$ cat config.mk
export PLATFORM = sky130hd
export DESIGN_NAME = dring_index_mgr
export DESIGN_NICKNAME = d
export VERILOG_FILES = /design/src/rtl/dring_pkg.sv /design/src/rtl/dring_pgtab.sv /design/src/rtl/dring_ring.sv /design/src/rtl/dring_index_mgr.sv
export SDC_FILE = /design/constraint.sdc
export NUM_CORES = 1
export LEC_CHECK = 0
export BUFFER_PORTS_ARGS = -buffer_cell sky130_fd_sc_hd__clkbuf_2
export CORE_MARGIN = 3
export CORE_UTILIZATION = 50
export DETAILED_ROUTE_END_ITERATION = 8
export PLACE_DENSITY = 0.78
export SLEW_MARGIN = 20
export SYNTH_ARGS = -nofsm -noshare
export SYNTH_HDL_FRONTEND = slang
export SYNTH_SLANG_ARGS = --single-unit
$ cat constraint.sdc
create_clock -name clk -period 6.2 [get_ports clk]
set_clock_uncertainty 0.15 [all_clocks]
set_input_delay 0.31 -clock clk [delete_from_list [all_inputs] [get_ports clk]]
set_output_delay 0.31 -clock clk [all_outputs]
set_load 0.005 [all_outputs]
$ cat src/rtl/dring_pkg.sv
// Package: shared types and helpers for the descriptor ring index manager.
// Assumes 32-bit free-running ring indices.
package dring_pkg;

    localparam int IDX_W = 32;

    // Ring behaviour variant chosen per instance.
    typedef enum logic [1:0] {
        M_CONSUME = 2'd0,   // pops against a software producer index
        M_PRODUCE = 2'd1,   // pushes with no fullness check, batch publish
        M_ROOM    = 2'd2    // pushes with room check, immediate publish
    } mode_e;

    // Number of significant bits in v (0 for v == 0).
    function automatic logic [5:0] bit_len(input logic [IDX_W-1:0] v);
        logic [5:0] n;
        n = 6'd0;
        for (int i = 0; i < IDX_W; i++) begin
            if (v[i]) n = 6'(i + 1);
        end
        return n;
    endfunction

endpackage

$ cat src/rtl/dring_pgtab.sv
// Module: per-ring page table holding page frame numbers.
// Assumes DEPTH is a power of two; the read port is combinational.
module dring_pgtab #(
    parameter int DEPTH = 4,
    parameter int PPN_W = 28,
    localparam int IW   = $clog2(DEPTH)
) (
    input  logic             clk,
    input  logic             rst_n,
    input  logic             clean,
    input  logic             we,
    input  logic [IW-1:0]    widx,
    input  logic [PPN_W-1:0] wppn,
    input  logic [IW-1:0]    ridx,
    output logic [PPN_W-1:0] rppn
);

    logic [PPN_W-1:0] tab [DEPTH];

    for (genvar i = 0; i < DEPTH; i++) begin : g_ent
        // Entry storage: cleared on reset/clean, loaded on a matching write.
        always_ff @(posedge clk) begin
            if (!rst_n || clean) begin
                tab[i] <= '0;
            end else if (we && widx == IW'(i)) begin
                tab[i] <= wppn;
            end
        end
    end

    // Lookup of the page selected by the ring's current index.
    assign rppn = tab[ridx];

endmodule

$ cat src/rtl/dring_ring.sv
// Module: one descriptor ring: pointer, mask, published index, address.
// Assumes EPP and MAX_PG are powers of two >= 2 and EPP*DESC_B fits a page.
module dring_ring #(
    parameter dring_pkg::mode_e MODE = dring_pkg::M_CONSUME,
    parameter int ADDR_W     = 40,
    parameter int PAGE_SHIFT = 12,
    parameter int MAX_PG     = 4,
    parameter int EPP        = 32,
    parameter int DESC_B     = 128,
    parameter int WIDX_W     = 2,
    parameter int CNT_W      = 3,
    localparam int PPN_W     = ADDR_W - PAGE_SHIFT,
    localparam int PIDX_W    = $clog2(MAX_PG),
    localparam int EPP_LG    = $clog2(EPP)
) (
    input  logic              clk,
    input  logic              rst_n,
    input  logic              clean,
    input  logic              pg_we,
    input  logic [WIDX_W-1:0] pg_widx,
    input  logic [PPN_W-1:0]  pg_wppn,
    input  logic              init,
    input  logic [CNT_W-1:0]  init_pages,
    input  logic              init_allow,
    input  logic              step,
    input  logic              flush,
    input  logic [31:0]       peer,
    output logic [ADDR_W-1:0] addr_q,
    output logic              hit_q,
    output logic [31:0]       pub_q,
    output logic [5:0]        lg_q,
    output logic              live_q
);
    import dring_pkg::*;

    logic [31:0]       ptr_q, mask_q, masked, size, new_mask;
    logic [5:0]        new_lg;
    logic              init_ok, ok, wr_ok;
    logic [PPN_W-1:0]  cur_ppn;
    logic [ADDR_W-1:0] cur_addr;
    logic [EPP_LG-1:0] in_pg;

    // Setup acceptance and derived ring geometry.
    always_comb begin
        init_ok  = init && init_allow && (init_pages != '0) && (32'(init_pages) <= MAX_PG);
        size     = 32'(init_pages) * EPP;
        new_lg   = bit_len(size - 32'd1);
        new_mask = (32'd1 << new_lg) - 32'd1;
        wr_ok    = pg_we && (32'(pg_widx) < MAX_PG);
    end

    // Acceptance of a step, per ring variant.
    always_comb begin
        unique case (MODE)
            M_CONSUME: ok = live_q && (peer != ptr_q);
            M_PRODUCE: ok = live_q;
            default:   ok = live_q && ((ptr_q - peer) < (mask_q + 32'd1));
        endcase
    end

    // Slot address: page from masked index, offset from remainder.
    assign masked = ptr_q & mask_q;
    assign in_pg  = masked[EPP_LG-1:0];

    dring_pgtab #(.DEPTH(MAX_PG), .PPN_W(PPN_W)) u_pgtab (
        .clk   (clk),
        .rst_n (rst_n),
        .clean (clean),
        .we    (wr_ok),
        .widx  (pg_widx[PIDX_W-1:0]),
        .wppn  (pg_wppn),
        .ridx  (PIDX_W'(masked >> EPP_LG)),
        .rppn  (cur_ppn)
    );

    assign cur_addr = {cur_ppn, {PAGE_SHIFT{1'b0}}} + ADDR_W'(in_pg) * ADDR_W'(DESC_B);

    // Ring state: setup, step response, pointer advance and publication.
    always_ff @(posedge clk) begin
        if (!rst_n || clean) begin
            ptr_q  <= '0;
            pub_q  <= '0;
            mask_q <= '0;
            lg_q   <= '0;
            live_q <= 1'b0;
            hit_q  <= 1'b0;
            addr_q <= '0;
        end else if (init_ok) begin
            ptr_q  <= '0;
            pub_q  <= '0;
            mask_q <= new_mask;
            lg_q   <= new_lg;
            live_q <= 1'b1;
            hit_q  <= 1'b0;
            addr_q <= '0;
        end else begin
            hit_q <= step && ok;
            if (step) addr_q <= ok ? cur_addr : '0;
            if (step && ok) ptr_q <= ptr_q + 32'd1;
            if (MODE == M_ROOM) begin
                if (step && ok) pub_q <= ptr_q + 32'd1;
            end else if (flush) begin
                pub_q <= ptr_q;
            end
        end
    end

    // a live mask is always of the form 2^n - 1.
    a_r1_mask_shape: assert property (@(posedge clk) disable iff (!rst_n)
        live_q |-> (((mask_q + 32'd1) & mask_q) == 32'd0));

    // setup leaves pointer and published index at zero, ring live.
    a_r1_init_clears: assert property (@(posedge clk) disable iff (!rst_n)
        (init_ok && !clean) |=> (ptr_q == 32'd0 && pub_q == 32'd0 && live_q));

    // an accepted step advances the free-running pointer by one.
    a_r3_one_step: assert property (@(posedge clk) disable iff (!rst_n)
        (step && ok && !init_ok && !clean) |=> (ptr_q == $past(ptr_q) + 32'd1));

    // a refused step reports no hit and address zero.
    a_r4_refused_zero: assert property (@(posedge clk) disable iff (!rst_n)
        (step && !ok && !init_ok && !clean) |=> (!hit_q && addr_q == '0));

    // batch-published indices hold unless flushed.
    a_r5_pub_hold: assert property (@(posedge clk) disable iff (!rst_n)
        (MODE != M_ROOM && !flush && !init_ok && !clean) |=> $stable(pub_q));

    // an immediately published index holds when nothing is accepted.
    a_r8_drop_hold: assert property (@(posedge clk) disable iff (!rst_n)
        (MODE == M_ROOM && !(step && ok) && !init_ok && !clean) |=> $stable(pub_q));

    // hit is a single-cycle pulse tied to a step.
    a_r12_hit_pulse: assert property (@(posedge clk) disable iff (!rst_n)
        !step |=> !hit_q);

endmodule

$ cat src/rtl/dring_index_mgr.sv
// Module: top of the descriptor ring index manager; one request ring
// (consumed), one completion ring and one message ring (produced).
// Assumes MSG_MAX_PAGES <= MAX_PAGES, both powers of two >= 2.
module dring_index_mgr #(
    parameter int ADDR_W        = 40,
    parameter int PAGE_SHIFT    = 12,
    parameter int MAX_PAGES     = 4,
    parameter int MSG_MAX_PAGES = 2,
    parameter int REQ_EPP       = 32,
    parameter int REQ_DESC_B    = 128,
    parameter int CMP_EPP       = 128,
    parameter int CMP_DESC_B    = 32,
    parameter int MSG_EPP       = 32,
    parameter int MSG_DESC_B    = 128,
    localparam int PG_IW        = $clog2(MAX_PAGES),
    localparam int PG_CW        = $clog2(MAX_PAGES + 1),
    localparam int PPN_W        = ADDR_W - PAGE_SHIFT
) (
    input  logic              clk,
    input  logic              rst_n,
    input  logic              clean,
    input  logic [1:0]        cfg_ring,
    input  logic              cfg_ppn_we,
    input  logic [PG_IW-1:0]  cfg_page,
    input  logic [PPN_W-1:0]  cfg_ppn,
    input  logic              cfg_init,
    input  logic [PG_CW-1:0]  cfg_pages,
    input  logic              req_pop,
    input  logic [31:0]       sw_req_prod,
    input  logic              req_flush,
    output logic [ADDR_W-1:0] req_addr,
    output logic              req_hit,
    input  logic              cmp_push,
    input  logic              cmp_flush,
    output logic [ADDR_W-1:0] cmp_addr,
    output logic              cmp_hit,
    input  logic              msg_post,
    input  logic [31:0]       sw_msg_cons,
    output logic [ADDR_W-1:0] msg_addr,
    output logic              msg_hit,
    output logic [31:0]       req_cons_pub,
    output logic [31:0]       cmp_prod_pub,
    output logic [31:0]       msg_prod_pub,
    output logic [5:0]        req_log2,
    output logic [5:0]        cmp_log2,
    output logic [5:0]        msg_log2,
    output logic [2:0]        ring_live
);
    import dring_pkg::*;

    logic [2:0] sel;

    // Decode of the configuration ring selector (3 selects nothing).
    always_comb begin
        sel = 3'b000;
        if (cfg_ring != 2'd3) sel[cfg_ring] = 1'b1;
    end

    dring_ring #(.MODE(M_CONSUME), .ADDR_W(ADDR_W), .PAGE_SHIFT(PAGE_SHIFT),
                 .MAX_PG(MAX_PAGES), .EPP(REQ_EPP), .DESC_B(REQ_DESC_B),
                 .WIDX_W(PG_IW), .CNT_W(PG_CW)) u_req (
        .clk(clk), .rst_n(rst_n), .clean(clean),
        .pg_we(cfg_ppn_we && sel[0]), .pg_widx(cfg_page), .pg_wppn(cfg_ppn),
        .init(cfg_init && sel[0]), .init_pages(cfg_pages), .init_allow(1'b1),
        .step(req_pop), .flush(req_flush), .peer(sw_req_prod),
        .addr_q(req_addr), .hit_q(req_hit), .pub_q(req_cons_pub),
        .lg_q(req_log2), .live_q(ring_live[0])
    );

    dring_ring #(.MODE(M_PRODUCE), .ADDR_W(ADDR_W), .PAGE_SHIFT(PAGE_SHIFT),
                 .MAX_PG(MAX_PAGES), .EPP(CMP_EPP), .DESC_B(CMP_DESC_B),
                 .WIDX_W(PG_IW), .CNT_W(PG_CW)) u_cmp (
        .clk(clk), .rst_n(rst_n), .clean(clean),
        .pg_we(cfg_ppn_we && sel[1]), .pg_widx(cfg_page), .pg_wppn(cfg_ppn),
        .init(cfg_init && sel[1]), .init_pages(cfg_pages), .init_allow(1'b1),
        .step(cmp_push), .flush(cmp_flush), .peer(32'd0),
        .addr_q(cmp_addr), .hit_q(cmp_hit), .pub_q(cmp_prod_pub),
        .lg_q(cmp_log2), .live_q(ring_live[1])
    );

    dring_ring #(.MODE(M_ROOM), .ADDR_W(ADDR_W), .PAGE_SHIFT(PAGE_SHIFT),
                 .MAX_PG(MSG_MAX_PAGES), .EPP(MSG_EPP), .DESC_B(MSG_DESC_B),
                 .WIDX_W(PG_IW), .CNT_W(PG_CW)) u_msg (
        .clk(clk), .rst_n(rst_n), .clean(clean),
        .pg_we(cfg_ppn_we && sel[2]), .pg_widx(cfg_page), .pg_wppn(cfg_ppn),
        .init(cfg_init && sel[2]), .init_pages(cfg_pages), .init_allow(ring_live[0]),
        .step(msg_post), .flush(1'b0), .peer(sw_msg_cons),
        .addr_q(msg_addr), .hit_q(msg_hit), .pub_q(msg_prod_pub),
        .lg_q(msg_log2), .live_q(ring_live[2])
    );

endmodule

# Word-level counts from Yosys, hierarchy flattened
# Memory sizes are Yosys's and may differ from the RTL's.
# Index checks and enable logic that the tools add are counted.
totals:
  ff_bits: 352
  ram_bits: 280
  input_bits: 109
  word_cells: 211
  memories: 3
mem_list:
  columns: ["memory", "depth", "width", "read_ports", "rd_clocked_by_memory_dff", "wr", "line_no", "text"]
  rows:
  - ["u_cmp.u_pgtab.tab", 4, 28, 1, 0, 4, "dring_pgtab.sv:18", "logic [PPN_W-1:0] tab [DEPTH];"]
  - ["u_req.u_pgtab.tab", 4, 28, 1, 0, 4, "dring_pgtab.sv:18", null]
  - ["u_msg.u_pgtab.tab", 2, 28, 1, 0, 2, "dring_pgtab.sv:18", null]
op_classes:
  add_sub_neg: 12
  n_lt_le_gt_ge: 6
  eq_ne: 5
  shifts: 2
  n_mux: 112
  bitwise_logic: 14
  reduce_logical: 37
ops:
  columns: ["cell", "n"]
  rows:
  - ["two-way mux 6 bit", 62]
  - ["two-way mux 28 bit", 10]
  - ["adder 32 x 1 -> 32 bit (second input constant)", 4]
  - ["adder 40 x 12 -> 40 bit", 3]
  - ["two-way mux 40 bit", 3]
  - ["two-way mux 1 bit", 35]
  - ["less-than comparator 32 bit", 1]
  - ["inequality test 32 bit", 1]
  - ["left shift 1 x 6 -> 32 bit (first input constant)", 1]
  - ["subtractor 32 x 1 -> 32 bit (second input constant)", 1]
  - ["subtractor 32 bit", 1]
  - ["logical AND 1 bit", 30]
  - ["subtractor 10 x 1 -> 11 bit (second input constant)", 1]
  - ["OR 1 bit", 10]
  - ["bitwise AND 9 bit", 1]
  - ["left shift 1 x 6 -> 9 bit (first input constant)", 1]
  - ["subtractor 8 x 1 -> 9 bit (second input constant)", 1]
  - ["subtractor 9 x 1 -> 9 bit (second input constant)", 1]
  - ["bitwise AND 7 bit", 1]
  - ["bitwise AND 6 bit", 1]
  - ["OR reduction 2 bit", 3]
  - ["equality test 2 bit (second input constant)", 2]
  - ["less-or-equal comparator 3 x 2 -> 1 bit (second input constant)", 1]
  - ["less-or-equal comparator 3 bit (second input constant)", 1]
  - ["12 further kinds", 12]

# Longest topological paths before layout
logic_depth:
  ltp_word: 35
  depth_mapped: 24
  depth_no_buf: 22

# Modules after synthesis
# A second synthesis with hierarchy kept.
hier_totals:
  hier_cells: 2424
  area_unflattened_um2: 27381.3
modules_own_cells:
  columns: ["mod", "n_inst", "cells_each", "area_each_um2", "seq_area_each_um2"]
  rows:
  - ["dring_pgtab (u_cmp.u_pgtab ...)", 2, 317, 4918.5, 3363.2]
  - ["dring_ring (u_msg)", 1, 673, 5652.9, 1601.5]
  - ["dring_ring (u_req)", 1, 498, 4798.4, 2222.1]
  - ["dring_ring (u_cmp)", 1, 451, 4418.0, 2302.2]
  - ["dring_pgtab (u_msg.u_pgtab)", 1, 160, 2617.5, 1681.6]
  - ["dring_index_mgr", 1, 8, 57.6, 0.0]

# Worst setup path before layout
# Ideal clock, no wire load.
synth_timing:
  path_kind: "reg-to-reg"
  startpoint: "register u_msg.ptr_q[14]"
  endpoint: "register u_msg.ptr_q[26]"
  setup_time_ps: 132
  t_arrival_ps: 4360
  required_time_ps: 5918
  path_slack_ps: 1557
  path_stages_with_launch: 20
  period_less_slack_ps: 4643
  cell_sequence: "dfxtp_1 ha_1 a21o_1 a2111oi_2 a211oi_1 o311ai_1 a21oi_1 o32ai_1 xnor2_1 ha_1 a21o_1 a21o_1 a211o_1 a211oi_1 a31o_2 nor2_2 buf_2 buf_2 o41ai_1 a21oi_1"
synth_between:
  elab_chain_cells: 4
synth_rtl:
  columns: ["element", "line_no", "text"]
  rows:
  - ["start, declared", "dring_ring.sv:36", "logic [31:0] ptr_q, mask_q, masked, size, new_mask;"]
  - ["start signal, assigned", "dring_ring.sv:99", "if (step && ok) ptr_q <= ptr_q + 32'd1;"]
  - ["subtractor 32 bit", "dring_ring.sv:57", "default: ok = live_q && ((ptr_q - peer) < (mask_q + 32'd1));"]
  - ["less-than comparator 32 bit", "dring_ring.sv:57", null]
  - ["logical AND 1 bit", "dring_ring.sv:57", null]
  - ["logical AND 1 bit", "dring_ring.sv:99", null]
# Several ways; a longest one is shown, not always the timed one.
# A chain may end at the register's enable or synchronous reset.

# Final worst setup path
layout_timing:
  startpoint: "register u_msg.ptr_q[0]"
  endpoint: "register u_msg.ptr_q[10]"
# The elaborated chain is that of the path after synthesis.

==> impl_metrics.csv <==
group,metric,value,unit
status,status,"finished, final reports clean",
cts,postCtsSetupBuffers,0,
logic_synthesis,synth_area_per_cell,11.4,µm²
power_and_ir_drop,leakage,12.6,nW
sta,tns,0,ps
floorplan,die_w,236,µm
logic_synthesis,synth-edff-count,280,
grt,met3_usage,4.74,%
power_and_ir_drop,power.clock.fraction,44.3,%
final_layout,most-common-layout-cells,"326 x clkbuf_2, 306 x dfxtp_1, 293 x and2_1, 280 x edfxtp_1, 181 x nor2_1",
placement,io_buffers,326,
sta,fin_ws,768,ps
final_layout,area_growth,17.5,%
sta,hold_viol,0,
critical_path,crit_path_max_fanout,44,
cts,cts-root-buf,"clkbuf_16",
grt,grt_pass1_wl,107000,µm
power_and_ir_drop,p_int,6.41,mW
placement,dp.cells,3225,
critical_path,path_buf_inv,3,
final_layout,final_common_cell,"clkbuf_2",
power_and_ir_drop,swShare,21.8,%
final_layout,nets,2823,
grt,grtUsageTotal,24.1,%
critical_path,critPathMaxStageDelay,540,ps
grt,top_usage_layer,"met2",
drt,vias_per_cell,5.66,
sta,rsz0062_at_grt,"false",
sta,fin_crit,5430,ps
cts,clk_path_buf_depth,3,
logic_synthesis,synthTopCellsByArea,"edfxtp_1 32%, dfxtp_1 23%, and2_1 7.0%",
drt,wl_per_cell,20.4,µm
critical_path,critPathTopFamily,"compound AO/OA/AOI/OAI gates",
floorplan,io_pins,349,
floorplan,die_y,236,µm
logic_synthesis,synth_ff_type,"dfxtp_1",
cts,clk_latency,610,ps
drt,vias,19100,
cts,clkSinkCount,586,
cts,cts_buffers,58,
drt,first_iter_violations,1514,
power_and_ir_drop,p_sw,1.78,mW
critical_path,critPathRequiredTime,6570,ps
grt,grt_max_degree,68,
drt,first_pass_iters,5,
run,max-cap-violations,0,
final_layout,drive_above_1_share,20.6,%
critical_path,cp_data_arrival_time,5800,ps
cts,cts_tree,"built",
critical_path,crit_type,"flop to flop",
power_and_ir_drop,ir_drop,0.352,mV
logic_synthesis,synth-seq-cells,586,
final_layout,fin_util,59.9,%
cts,clkTransAtPathRegs,60,ps
critical_path,crit_chain,"inv_1 -> ha_1 -> inv_1 -> fa_1 -> a21o_1 -> a311o_1 -> nand2_1 -> a221oi_1 -> a31oi_1 -> o21ai_1 -> o21ai_0 -> xnor2_1 -> ha_1 -> and4_1 -> a221o_1 -> a211oi_1 -> a31o_2 -> nor2_2 -> buf_4 -> or4_1 -> a21oi_1",
sta,tightestPinTransition,1080,ps
grt,globalRouteMet1Util,30.6,%
grt,grt_pass1_vias,19200,
logic_synthesis,ys.warnings.count,0,
logic_synthesis,syn_inst,2309,
sta,relSlewSlack,28.0,%
grt,grt_overflow,0,
placement,place_ws,821,ps
grt,grt_use_met2,41.5,%
logic_synthesis,synth_largest_area_cell,"edfxtp_1",
floorplan,die_area,55500,µm²
sta,maxSlewViolCount,0,
logic_synthesis,synth_area,26400,µm²
critical_path,startpoint_type,"flop",
cts,htree_levels,2,
floorplan,initial_utilization,51.0,%
drt,drt-total-wl,68700,µm
sta,setup_viol,0,
logic_synthesis,synth-async-reset-ratio,0,%
floorplan,rows,83,
logic_synthesis,ys_seq_area_share,55.1,%
final_layout,instances_no_fill,3369,
power_and_ir_drop,power.density,264,nW/µm²
placement,gp_congestion,0.913,
floorplan,coreArea,51700,µm²
drt,drc,0,
sta,fmax,0.184,GHz
critical_path,end_kind,"flop",
drt,drtAntennaViolNets,0,
sta,period_share,87.6,%
power_and_ir_drop,p_comb_share,4.6,%
power_and_ir_drop,pwr-share-seq,51.0,%
placement,hpwlAfterDp,47100,µm
grt,antenna_found_initial,2,
logic_synthesis,post-synth-top-area-fraction,31.9,%
critical_path,crit_slowest_cell,"or4_1",
min_path,hp-class,"input port to flop",
logic_synthesis,ys_types,69,
metrics by stage:
stage | total power [mW] | cell area (µm²) | hold slack (ps)
after global routing | 8.45 | 31000 | 31.4
after floorplan | 4.48 | 26500 | 275
final | 8.19 | 31000 | 44.4
after global placement | 4.60 | 28600 | 264
after detailed placement | 4.62 | 28600 | 266
after CTS | 8.25 | 30900 | 2.43
path summary, 6_finish.rpt:
kind	startpoint	end	slack (ps)	cells past startpoint
worst max-delay path	u_msg.ptr_q[0]	u_msg.ptr_q[10]	770	21
worst min-delay path	cfg_ppn[6]	u_cmp.u_pgtab.tab[0][6]	40	2
worst max register to register	u_msg.ptr_q[0]	u_msg.ptr_q[10]	770	21
worst min register to register	u_req.lg_q[3]	u_req.lg_q[3]	280	2
what timing repair did:
action                    4_1_cts  5_1_grt
hold buffers                   29        0
resized for setup               0        0
hold endpoints to repair      247        0
routing by layer:
metal / routed length [µm] / part of all wire (%) / vias to the layer above
li1: - / - / 8897
met1: 27800 / 40 / 9363
met2: 33800 / 49 / 693
met3: 5080 / 7.4 / 121
met4: 1990 / 2.9 / 0
met5: 0 / 0 / -
power groups by stage:
stage          clock (mW)  sequential (mW)  combinational, mW
2_1_floorplan           0             4.26              0.222
3_3_place_gp            0             4.25              0.350
3_5_place_dp            0             4.26              0.359
4_1_cts              3.69             4.18              0.376
5_1_grt              3.85             4.19              0.410
6_report             3.63             4.18              0.379
registers in the layout, indices dropped and copies added (netlist names), 32 cells and up:
| signal | flops |
|---|---|
| u_cmp.u_pgtab.tab | 112 |
| u_req.u_pgtab.tab | 112 |
| u_msg.u_pgtab.tab | 56 |
| u_cmp.addr_q | 35 |
| u_msg.addr_q | 33 |
| u_req.addr_q | 33 |
| u_cmp.ptr_q | 32 |
| u_cmp.pub_q | 32 |
| u_msg.ptr_q | 32 |
| u_req.ptr_q | 32 |
| u_req.pub_q | 32 |
logic make-up (layout without fill, tap and decap cells):
| logic type | Yosys count | count (layout) | synth area share (%) |
|---|---|---|---|
| AOI/OAI and AO/OA | 330 | 330 | 8.43 |
| xor gates and xnor gates | 120 | 120 | 3.99 |
| adders and majority gates | 77 | 77 | 3.68 |
| buffers and inverters | 211 | 565 | 3.51 |
| DFF | 586 | 586 | 55.1 |
| muxes | 151 | 151 | 8.39 |
| other | 2 | 28 | 0.0285 |
| and+or+nand+nor | 832 | 832 | 16.9 |
area by class of cell:
cell class / instances / area, µm²
multi-input combinational: 1536 / 11200
clock inverter: 39 / 453
timing repair buffer: 387 / 2180
inverter: 68 / 255
antenna: 2 / 5.00
sequential: 586 / 14500
fill: 4120 / 20700
tap: 680 / 851
clock buffer: 71 / 1540
cell usage after synthesis, types with 3 or more instances:
| cell type | number |
|---|---|
| dfxtp_1 | 306 |
| and2_1 | 293 |
| edfxtp_1 | 280 |
| nor2_1 | 191 |
| nand2_1 | 122 |
| mux2i_1 | 95 |
| clkbuf_1 | 88 |
| a21oi_1 | 84 |
| ha_1 | 76 |
| xnor2_1 | 72 |
| inv_1 | 65 |
| a22o_1 | 56 |
| mux4_2 | 56 |
| xor2_1 | 48 |
| nand3_1 | 47 |
| nand4_1 | 38 |
| o21ai_1 | 38 |
| o21ai_0 | 33 |
| buf_4 | 26 |
| o31ai_1 | 26 |
| or4_1 | 26 |
| nand2b_1 | 23 |
| a21o_1 | 21 |
| or3_1 | 18 |
| and4_1 | 16 |
| buf_2 | 16 |
| a211oi_1 | 14 |
| and3_1 | 14 |
| nor3_1 | 14 |
| a32o_1 | 13 |
| buf_1 | 11 |
| nor2b_1 | 9 |
| o21a_1 | 8 |
| a221oi_1 | 6 |
| a31oi_1 | 6 |
| or2_2 | 4 |
| o211ai_1 | 3 |
| o21bai_1 | 3 |
No activity file was read; power rests on OpenSTA's default activity.
